[config.mk]
export PLATFORM = sky130hd
export DESIGN_NAME = sdcmd_issue_ctrl
export DESIGN_NICKNAME = d
export VERILOG_FILES = /design/src/rtl/sdcmd_pkg.sv /design/src/rtl/sdcmd_regs.sv /design/src/rtl/sdcmd_gate.sv /design/src/rtl/sdcmd_seq.sv /design/src/rtl/sdcmd_issue_ctrl.sv
export SDC_FILE = /design/constraint.sdc
export NUM_CORES = 1
export LEC_CHECK = 0
export BUFFER_PORTS_ARGS = -buffer_cell sky130_fd_sc_hd__buf_4
export CAP_MARGIN = 20
export CORE_MARGIN = 2
export CORE_UTILIZATION = 52
export CTS_BUF_LIST = sky130_fd_sc_hd__clkbuf_4 sky130_fd_sc_hd__clkbuf_8
export DETAILED_ROUTE_END_ITERATION = 16
export PLACE_DENSITY = 0.83
export SYNTH_ARGS = -nofsm -noshare
export SYNTH_HDL_FRONTEND = slang
export SYNTH_SLANG_ARGS = --single-unit
[constraint.sdc]
create_clock -name clk -period 2.45 [get_ports clk]
set_input_delay 0.6125 -clock clk [delete_from_list [all_inputs] [get_ports clk]]
set_output_delay 0.6125 -clock clk [all_outputs]
set_load 0.03 [all_outputs]
[src/rtl/sdcmd_pkg.sv]
package sdcmd_pkg;
    localparam logic [15:0] MODE_KEEP = 16'h0037;
    localparam int          MODE_DMA_BIT   = 0;
    localparam int          MODE_AUTO_BIT  = 2;
    localparam int          MODE_MULTI_BIT = 5;
    localparam int          CMD_DATA_BIT   = 5;
    localparam logic [1:0]  RSP_NONE  = 2'd0;
    localparam logic [1:0]  RSP_LONG  = 2'd1;
    localparam logic [1:0]  RSP_SHORT = 2'd2;
    localparam logic [1:0]  RSP_BUSY  = 2'd3;
    localparam logic [7:0]  STOP_IDX  = 8'd12;

    typedef enum logic [1:0] {
        SQ_IDLE = 2'd0,
        SQ_SOFT = 2'd1,
        SQ_AUTO = 2'd2
    } seq_e;
endpackage

[src/rtl/sdcmd_regs.sv]
module sdcmd_regs
    import sdcmd_pkg::*;
#(
    parameter int WORD_W = 32,
    localparam int NB = WORD_W / 8,
    localparam int HW = WORD_W / 2
) (
    input  logic              clk,
    input  logic              rst_n,
    input  logic              wr_en,
    input  logic              wr_sel,
    input  logic [NB-1:0]     wr_be,
    input  logic [WORD_W-1:0] wr_data,
    input  logic              dma_cap,
    output logic [HW-1:0]     mode_q,
    output logic [HW-1:0]     cmd_q,
    output logic [WORD_W-1:0] arg_q,
    output logic              top_wr_o,
    output logic [HW-1:0]     cmd_nx_o
);
    typedef struct packed {
        logic [HW-1:0]     mode;
        logic [HW-1:0]     cmd;
        logic [WORD_W-1:0] arg;
    } regs_t;

    regs_t r_d, r_q;
    logic [WORD_W-1:0] ctl_old, ctl_mrg, arg_mrg;
    logic [HW-1:0]     mode_mask;

    assign ctl_old = {r_q.cmd, r_q.mode};

    for (genvar b = 0; b < NB; b++) begin : g_lane
        assign ctl_mrg[8*b +: 8] = wr_be[b] ? wr_data[8*b +: 8] : ctl_old[8*b +: 8];
        assign arg_mrg[8*b +: 8] = wr_be[b] ? wr_data[8*b +: 8] : r_q.arg[8*b +: 8];
    end

    always_comb begin
        mode_mask = HW'(MODE_KEEP);
        if (!dma_cap) begin
            mode_mask[MODE_DMA_BIT] = 1'b0;
        end
        r_d = r_q;
        if (wr_en && !wr_sel) begin
            r_d.mode = ctl_mrg[HW-1:0] & mode_mask;
            r_d.cmd  = ctl_mrg[WORD_W-1:HW];
        end
        if (wr_en && wr_sel) begin
            r_d.arg = arg_mrg;
        end
    end

    always_ff @(posedge clk or negedge rst_n) begin
        if (!rst_n) r_q <= '0;
        else        r_q <= r_d;
    end

    assign mode_q   = r_q.mode;
    assign cmd_q    = r_q.cmd;
    assign arg_q    = r_q.arg;
    assign top_wr_o = wr_en && !wr_sel && wr_be[NB-1];
    assign cmd_nx_o = ctl_mrg[WORD_W-1:HW];

    // the mode register moves only on a mode/command write
    p_mode_wr_r3: assert property (@(posedge clk) disable iff (!rst_n)
        !$stable(r_q.mode) |-> $past(wr_en && !wr_sel));
endmodule

[src/rtl/sdcmd_gate.sv]
module sdcmd_gate
    import sdcmd_pkg::*;
(
    input  logic       sd_clk_on,
    input  logic       busy,
    input  logic       data_inhibit,
    input  logic       gap_stop,
    input  logic       nx_data,
    input  logic [1:0] nx_rtype,
    output logic       may_issue
);
    logic lines_held, needs_lines;

    always_comb begin
        lines_held  = data_inhibit || gap_stop;
        needs_lines = nx_data || (nx_rtype == RSP_BUSY);
        may_issue   = sd_clk_on && !busy && !(lines_held && needs_lines);
    end
endmodule

[src/rtl/sdcmd_seq.sv]
module sdcmd_seq
    import sdcmd_pkg::*;
#(
    parameter int IDX_W = 8,
    parameter int ARG_W = 32,
    parameter int BLK_W = 12,
    parameter int LEN_W = 5,
    localparam int RB = ARG_W / 8
) (
    input  logic             clk,
    input  logic             rst_n,
    input  logic             issue,
    input  logic [IDX_W-1:0] nx_idx,
    input  logic [1:0]       nx_rtype,
    input  logic             nx_data,
    input  logic [ARG_W-1:0] arg_in,
    input  logic             mode_multi,
    input  logic             mode_auto,
    input  logic [BLK_W-1:0] blk_size,
    input  logic             cmd_cmp_en,
    input  logic             xfer_end,
    input  logic             rsp_valid,
    input  logic [LEN_W-1:0] rsp_len,
    input  logic [ARG_W-1:0] rsp_bytes,
    output logic             cmd_req,
    output logic [IDX_W-1:0] cmd_idx,
    output logic [ARG_W-1:0] cmd_arg,
    output logic [ARG_W-1:0] rsp0_q,
    output logic [ARG_W-1:0] rsp3_q,
    output logic             busy,
    output logic             cmd_done,
    output logic             xfer_done,
    output logic             data_start
);
    typedef struct packed {
        seq_e             st;
        logic             pend;
        logic [IDX_W-1:0] idx;
        logic [ARG_W-1:0] arg;
        logic [1:0]       rtype;
        logic             dpres;
        logic [ARG_W-1:0] rsp0;
        logic [ARG_W-1:0] rsp3;
        logic             cmp;
        logic             xcmp;
        logic             dstart;
    } seq_t;

    seq_t s_d, s_q;
    logic [ARG_W-1:0] rsp_be;
    logic             len_ok;

    // first received byte goes to the most significant lane
    for (genvar k = 0; k < RB; k++) begin : g_swap
        assign rsp_be[8*(RB-1-k) +: 8] = rsp_bytes[8*k +: 8];
    end
    assign len_ok = (rsp_len == LEN_W'(RB));

    always_comb begin
        s_d        = s_q;
        s_d.cmp    = 1'b0;
        s_d.xcmp   = 1'b0;
        s_d.dstart = 1'b0;
        case (s_q.st)
            SQ_IDLE: begin
                if (s_q.pend) begin
                    s_d.st   = SQ_AUTO;
                    s_d.pend = 1'b0;
                    s_d.idx  = IDX_W'(STOP_IDX);
                    s_d.arg  = '0;
                end else if (issue) begin
                    s_d.st    = SQ_SOFT;
                    s_d.idx   = nx_idx;
                    s_d.arg   = arg_in;
                    s_d.rtype = nx_rtype;
                    s_d.dpres = nx_data;
                end
            end
            SQ_SOFT: begin
                if (rsp_valid) begin
                    if (s_q.rtype != RSP_NONE && len_ok) s_d.rsp0 = rsp_be;
                    s_d.xcmp   = (s_q.rtype == RSP_BUSY);
                    s_d.cmp    = cmd_cmp_en;
                    s_d.dstart = s_q.dpres && (blk_size != '0);
                    s_d.st     = SQ_IDLE;
                end
            end
            SQ_AUTO: begin
                if (rsp_valid) begin
                    if (len_ok) s_d.rsp3 = rsp_be;
                    s_d.st = SQ_IDLE;
                end
            end
            default: s_d.st = SQ_IDLE;
        endcase
        if (xfer_end && mode_multi && mode_auto) begin
            s_d.pend = 1'b1;
        end
    end

    always_ff @(posedge clk or negedge rst_n) begin
        if (!rst_n) s_q <= '0;
        else        s_q <= s_d;
    end

    assign cmd_req    = (s_q.st != SQ_IDLE);
    assign cmd_idx    = s_q.idx;
    assign cmd_arg    = s_q.arg;
    assign rsp0_q     = s_q.rsp0;
    assign rsp3_q     = s_q.rsp3;
    assign busy       = (s_q.st != SQ_IDLE) || s_q.pend;
    assign cmd_done   = s_q.cmp;
    assign xfer_done  = s_q.xcmp;
    assign data_start = s_q.dstart;

    // request held steady until answered
    p_req_hold_r11: assert property (@(posedge clk) disable iff (!rst_n)
        (s_q.st != SQ_IDLE && !rsp_valid) |=> (cmd_req && $stable(cmd_idx) && $stable(cmd_arg)));
    // software command state entered only through a launch write
    p_soft_entry_r2: assert property (@(posedge clk) disable iff (!rst_n)
        (s_q.st == SQ_SOFT && $past(s_q.st) == SQ_IDLE) |-> $past(issue));
    // completion pulse needs its enable
    p_cmp_en_r8: assert property (@(posedge clk) disable iff (!rst_n)
        cmd_done |-> $past(cmd_cmp_en));
    // register 3 written only by the automatic stop's answer
    p_rsp3_src_r10: assert property (@(posedge clk) disable iff (!rst_n)
        !$stable(rsp3_q) |-> $past(s_q.st == SQ_AUTO && rsp_valid));
endmodule

[src/rtl/sdcmd_issue_ctrl.sv]
module sdcmd_issue_ctrl
    import sdcmd_pkg::*;
#(
    parameter int WORD_W = 32,
    parameter int BLK_W  = 12,
    parameter int LEN_W  = 5,
    localparam int NB    = WORD_W / 8,
    localparam int HW    = WORD_W / 2,
    localparam int IDX_W = HW / 2
) (
    input  logic              clk,
    input  logic              rst_n,
    input  logic              wr_en,
    input  logic              wr_sel,
    input  logic [NB-1:0]     wr_be,
    input  logic [WORD_W-1:0] wr_data,
    input  logic              dma_cap,
    input  logic              sd_clk_on,
    input  logic              data_inhibit,
    input  logic              gap_stop,
    input  logic [BLK_W-1:0]  blk_size,
    input  logic              cmd_cmp_en,
    input  logic              xfer_end,
    output logic [HW-1:0]     mode_q,
    output logic [HW-1:0]     cmd_q,
    output logic [WORD_W-1:0] arg_q,
    output logic              cmd_req,
    output logic [IDX_W-1:0]  cmd_idx,
    output logic [WORD_W-1:0] cmd_arg,
    input  logic              rsp_valid,
    input  logic [LEN_W-1:0]  rsp_len,
    input  logic [WORD_W-1:0] rsp_bytes,
    output logic [WORD_W-1:0] rsp0_q,
    output logic [WORD_W-1:0] rsp3_q,
    output logic              cmd_inhibit,
    output logic              cmd_done,
    output logic              xfer_done,
    output logic              data_start
);
    logic          top_wr, may_issue, issue, busy;
    logic [HW-1:0] cmd_nx;

    sdcmd_regs #(.WORD_W(WORD_W)) regs_i (
        .clk(clk), .rst_n(rst_n), .wr_en(wr_en), .wr_sel(wr_sel),
        .wr_be(wr_be), .wr_data(wr_data), .dma_cap(dma_cap),
        .mode_q(mode_q), .cmd_q(cmd_q), .arg_q(arg_q),
        .top_wr_o(top_wr), .cmd_nx_o(cmd_nx)
    );

    sdcmd_gate gate_i (
        .sd_clk_on(sd_clk_on), .busy(busy), .data_inhibit(data_inhibit),
        .gap_stop(gap_stop), .nx_data(cmd_nx[CMD_DATA_BIT]),
        .nx_rtype(cmd_nx[1:0]), .may_issue(may_issue)
    );

    assign issue = top_wr && may_issue;

    sdcmd_seq #(.IDX_W(IDX_W), .ARG_W(WORD_W), .BLK_W(BLK_W), .LEN_W(LEN_W)) seq_i (
        .clk(clk), .rst_n(rst_n), .issue(issue),
        .nx_idx(cmd_nx[HW-1:HW-IDX_W]), .nx_rtype(cmd_nx[1:0]),
        .nx_data(cmd_nx[CMD_DATA_BIT]), .arg_in(arg_q),
        .mode_multi(mode_q[MODE_MULTI_BIT]), .mode_auto(mode_q[MODE_AUTO_BIT]),
        .blk_size(blk_size), .cmd_cmp_en(cmd_cmp_en), .xfer_end(xfer_end),
        .rsp_valid(rsp_valid), .rsp_len(rsp_len), .rsp_bytes(rsp_bytes),
        .cmd_req(cmd_req), .cmd_idx(cmd_idx), .cmd_arg(cmd_arg),
        .rsp0_q(rsp0_q), .rsp3_q(rsp3_q), .busy(busy),
        .cmd_done(cmd_done), .xfer_done(xfer_done), .data_start(data_start)
    );

    assign cmd_inhibit = busy;

    // a launch write with the card clock stopped leaves the block idle
    p_clk_off_r4: assert property (@(posedge clk) disable iff (!rst_n)
        (top_wr && !sd_clk_on && !busy && !xfer_end) |=> !cmd_inhibit);
endmodule

# Yosys cells after proc, flatten, opt, wreduce, memory -nomap -nowiden
# Cells that the tools add are included.
word_totals:
  reg_bits: 177
  elab_cells: 77
op_classes:
  n_reduce_logical: 34
  n_eq_ne: 7
  bitwise: 2
  mux: 16
op_table:
  columns: ["cell", "n"]
  rows:
  - ["44-bit two-way mux", 1]
  - ["43-bit two-way mux", 1]
  - ["40-bit two-way mux", 1]
  - ["8-bit two-way mux", 3]
  - ["16-bit by 6-bit AND with 16-bit output", 1]
  - ["2-bit AND reduction", 7]
  - ["12-bit nonzero test", 1]
  - ["1-bit logical AND", 11]
  - ["3-bit two-way mux", 3]
  - ["3-bit AND reduction", 3]
  - ["2-bit nonzero test", 4]
  - ["2-bit equality test, second input constant", 3]
  - ["2-bit two-way mux", 3]
  - ["6-bit two-way mux", 1]
  - ["5-bit by 3-bit equality test with 1-bit output, second input constant", 1]
  - ["2-bit case mux with 2 select lines", 1]
  - ["1-bit zero test", 3]
  - ["1-bit logical OR", 3]
  - ["3-bit by 2-bit inequality test with 1-bit output, second input constant", 1]
  - ["2-bit by 1-bit equality test with 1-bit output, second input constant", 1]
  - ["2-bit zero test", 1]
  - ["1-bit two-way mux", 2]
  - ["2-bit by 1-bit inequality test with 1-bit output, second input constant", 1]
  - ["2-bit OR reduction", 1]
  - ["1-bit inverter", 1]

# Logic depth before layout (Yosys ltp)
depth:
  depth_word: 11
  depth_mapped: 8
  ltp_nobuf: 6

# Modules after synthesis
# A second synthesis with hierarchy kept.
unflattened:
  cells_unflattened: 525
  hier_area_um2: 7499.7
modules_own_cells:
  columns: ["mod", "n_inst", "area_each_um2", "seq_area_each_um2", "cells_per_inst"]
  rows:
  - ["sdcmd_seq", 1, 5153.7, 2827.7, 370]
  - ["sdcmd_regs", 1, 2317.2, 1326.3, 150]
  - ["sdcmd_gate", 1, 22.5, 0.0, 4]
  - ["sdcmd_issue_ctrl", 1, 6.3, 0.0, 1]

# Least setup slack after synthesis
# Ideal clock, no wire load.
synth_timing:
  path_type: "input port to flip-flop"
  start: "in rsp_len[4]"
  end: "reg seq_i.s_q (netlist bit seq_i.rsp0_q[10])"
  arrival_ps: 1666
  cell_stages: 5
  t_required_ps: 2325
  slack_ps: 659
  path_cell_list: "nand2b_1 nor4_2 o2111a_2 buf_6 mux2_2"
synth_via:
  elab_chain_len: 3
synth_lines:
  columns: ["element", "line", "rtl"]
  rows:
  - ["start: declaration", "sdcmd_issue_ctrl.sv:31", "input logic [LEN_W-1:0] rsp_len,"]
  - ["5-bit by 3-bit equality test with 1-bit output", "sdcmd_seq.sv:57", "assign len_ok = (rsp_len == LEN_W'(RB));"]
  - ["1-bit logical AND", "sdcmd_seq.sv:81", "if (s_q.rtype != RSP_NONE && len_ok) s_d.rsp0 = rsp_be;"]
  - ["3-bit AND reduction (no source line)", null, null]
  - ["end signal: assignment", "sdcmd_seq.sv:102", "if (!rst_n) s_q <= '0;"]
  - ["end signal: assignment", "sdcmd_seq.sv:103", "else s_q <= s_d;"]
  - ["end: declaration", "sdcmd_seq.sv:49", "seq_t s_d, s_q;"]
# Every way passes these cells.
# A chain may end at the register's enable or synchronous reset.

# Final worst setup path
layout_timing:
  start: "reg seq_i.s_q[112] (netlist bit)"
  end: "out cmd_inhibit"
layout_via:
  elab_chain_len: 2
layout_lines:
  columns: ["element", "line", "rtl"]
  rows:
  - ["2-bit nonzero test", "sdcmd_seq.sv:111", "assign busy = (s_q.st != SQ_IDLE) || s_q.pend;"]
  - ["1-bit logical OR", "sdcmd_seq.sv:111", null]
  - ["end: declaration", "sdcmd_issue_ctrl.sv:35", "output logic cmd_inhibit,"]
# Every way passes these cells.

==> impl_metrics.env <==
export IMPL_drive_above_1_share=0.526
export IMPL_core_mm2=0.0145
export IMPL_syn_area_mm2=0.00770
export IMPL_worst_setup_path_type="reg2out"
export IMPL_die_width_um=126
export IMPL_worstPathRequired_ns=1.84
export IMPL_cts_setup_buffers=0
export IMPL_syn_avg_cell_area_um2=12.6
export IMPL_slowest_delay_ns=0.41
export IMPL_grt_use_met3=0.0930
export IMPL_max_freq_mhz=440
export IMPL_ctsResizeCount=0
export IMPL_slowest_stage="dfrtp_1"
export IMPL_overflow=0
export IMPL_rsz0062_at_grt="false"
export IMPL_cts_hold_buf=0
export IMPL_muxShareOfSynthArea=0.229
export IMPL_seq_area_frac_synth=0.539
export IMPL_fp_dieH_um=126
export IMPL_synth_edff_count=0
export IMPL_dp_worst_setup_slack_ns=0.304
export IMPL_synthSimpleGateAreaFrac=0.0528
export IMPL_cap_violations=0
export IMPL_diodes=0
export IMPL_crit_arrival_ns=1.66
export IMPL_reg2reg_to="seq_i.cmd_idx[0]$_DFFE_PN0P_"
export IMPL_final_cell_mix="buf_4 (261), dfrtp_1 (166), mux2_2 (99), nand2_1 (66), mux2i_1 (48)"
export IMPL_skew_ns=0.0114
export IMPL_synth_xor_area_frac=0
export IMPL_cp_max_fo=5
export IMPL_power_density_mw_per_mm2=932
export IMPL_grt_busiest_layer="met2"
export IMPL_fillers=1099
export IMPL_async_flop_share=1.00
export IMPL_path_cells="inv_1 -> ha_1 -> nor2b_2 -> inv_1 -> buf_4"
export IMPL_cts_buffers_inserted=17
export IMPL_r2r_start="seq_i.s_q[112]$_DFFE_PN0P_"
export IMPL_hpwl_mm=13.2
export IMPL_period_minus_slack_ns=2.27
export IMPL_crit_path_start_kind="flop"
export IMPL_cts_sinks=166
export IMPL_syn_instance_count=612
export IMPL_hold_violations=0
export IMPL_worstRegToRegCells=7
export IMPL_port_buffers=257
export IMPL_fin_setup_tns_ns=0
export IMPL_ant_nets=0
export IMPL_grt_usage=0.219
export IMPL_worst_hold_path_type="in2async"
export IMPL_grt_max_degree=48
export IMPL_pin_count=269
export IMPL_drc=0
export IMPL_ir_drop_mv=0.486
export IMPL_cts_root_buf="clkbuf_8"
export IMPL_synth_top_family_by_area="multiplexers"
export IMPL_row_count=44
export IMPL_antenna_found_initial=0
export IMPL_ys_types=39
export IMPL_ys_ff_latch=166
export IMPL_leakage_nw=5.19
export IMPL_multi_input_area_mm2=0.00239
export IMPL_nets=869
export IMPL_synth_adder_area_share=0.00487
export IMPL_status="finished, final reports clean"
export IMPL_seqCellArea_mm2=0.00415
export IMPL_gp_congestion=0.852
export IMPL_maxSlewViolCount=0
export IMPL_use_met1=0.245
export IMPL_dr_pass1_iters=4
export IMPL_die_area_mm2=0.0158
export IMPL_yosys_warnings=0
export IMPL_end_kind="output port"
export IMPL_layout_setup_ws_ns=0.175
export IMPL_synth_ff_type="dfrtp_1"
export IMPL_period_share=0.929
export IMPL_synth_compound_area_frac=0.0172
export IMPL_routed_wl_mm=17.3
export IMPL_grtUsageMet2=0.374
export IMPL_vias=4891
export IMPL_setup_violations_final=0
export IMPL_cts_path_max_buffers=2
export IMPL_placedInstanceArea_mm2=0.00899
export IMPL_dr_first_iter_drc_count=231
export IMPL_wl_per_cell_um=17.9
export IMPL_grt_pass1_wl_mm=27.2
export IMPL_cts_htree_levels=4
export IMPL_fin_area_mm2=0.00941
export IMPL_clkTransAtPathRegs_ns=0.09
export IMPL_crit_top_cell="inv_1"
export IMPL_via_per_inst=5.06
export IMPL_grt_pass1_vias=5310
export IMPL_hold_slack_ns=0.104
export IMPL_start_util=0.532
export IMPL_mostFrequentLayoutCell="buf_4"
export IMPL_area_delta_synth_final_pct=22.1
export IMPL_tritoncts="done"
export IMPL_clk_latency_ns=0.44
export IMPL_rrSetupSlack_ns=0.46
[routing by layer]
layer	wire length, um	share of wire
met3	1600	0.092
met4	500	0.029
met5	0	0
met1	6540	0.38
met2	8640	0.50
[flip-flops by register name, summed over array words and instances (netlist names), 5 cells and up]
register	cells
seq_i.cmd_arg	32
regs_i.mode_q	5
seq_i.cmd_idx	8
regs_i.arg_q	32
seq_i.rsp0_q	32
seq_i.rsp3_q	32
regs_i.cmd_q	16
seq_i.s_q	6
[worst max-delay path by stage]
stage | start | to | slack [ns] | cells after the start
3_5_place_dp | rsp_len[4] | seq_i.rsp0_q[24]$_DFFE_PN0P_ | 0.30 | 6
3_3_place_gp | rsp_len[4] | seq_i.rsp0_q[12]$_DFFE_PN0P_ | 0.39 | 6
4_1_cts | seq_i.s_q[112]$_DFFE_PN0P_ | cmd_inhibit | 0.12 | 5
6_report | seq_i.s_q[112]$_DFFE_PN0P_ | cmd_inhibit | 0.18 | 5
2_1_floorplan | rsp_len[4] | seq_i.rsp0_q[10]$_DFFE_PN0P_ | 0.66 | 5
5_1_grt | seq_i.s_q[112]$_DFFE_PN0P_ | cmd_inhibit | 0.003 | 5
[cell type report]
| class | instances | share of cell area |
|---|---|---|
| sequential | 166 | 0.442 |
| tap | 184 | 0.0245 |
| clock inverter | 15 | 0.0189 |
| inverter | 39 | 0.0156 |
| timing repair buffer | 267 | 0.220 |
| multi-input combinational | 279 | 0.254 |
| clock buffer | 17 | 0.0249 |
[worst max-delay path, delay by kind of cell, from the launching register on]
kind | cells | cell delay (ns)
buffers and inverters | 3 | 0.36
DFF | 1 | 0.41
adders and majority gates | 1 | 0.24
and+or+nand+nor | 1 | 0.22
[where the power goes]
part | total, mW | leakage, nW | internal (mW) | switching, mW
logic | 3.06 | 2.80 | 1.21 | 1.85
registers | 3.66 | 2.17 | 3.28 | 0.372
clock network | 2.05 | 0.212 | 1.02 | 1.03
total | 8.77 | 5.19 | 5.52 | 3.25
[synth_stat cells (2+ instances only)]
cell,number,share of area
a211oi_2,2,0.0032
a21oi_1,3,0.0019
and3_1,2,0.0016
buf_2,3,0.0019
buf_4,119,0.12
buf_6,12,0.018
clkbuf_1,4,0.0019
dfrtp_1,166,0.54
ha_1,3,0.0049
inv_1,38,0.019
mux2_1,11,0.016
mux2_2,99,0.14
mux2_4,3,0.0058
mux2i_1,48,0.062
nand2_1,66,0.032
nand3_1,5,0.0032
nor2_1,2,0.00097
nor2b_1,2,0.0016
nor4_1,3,0.0024
o21ai_0,2,0.0013
[stage by stage]
stage	util	cells	total power, mW
final	0.650	967	8.77
after global routing	0.650	967	9.20
after CTS	0.650	967	8.87
after detailed placement	0.621	935	6.81
after global placement	0.621	935	6.71
after floorplan	-	622	5.95
[cell families (layout without fill, tap and decap cells)]
group	after synthesis	count (layout)
fa+ha+maj	3	3
flops	166	166
simple gates	88	88
compound gates	16	16
buf+inv	177	338
other cells	1	11
mux	161	161
(Power assumes the default switching activity.)
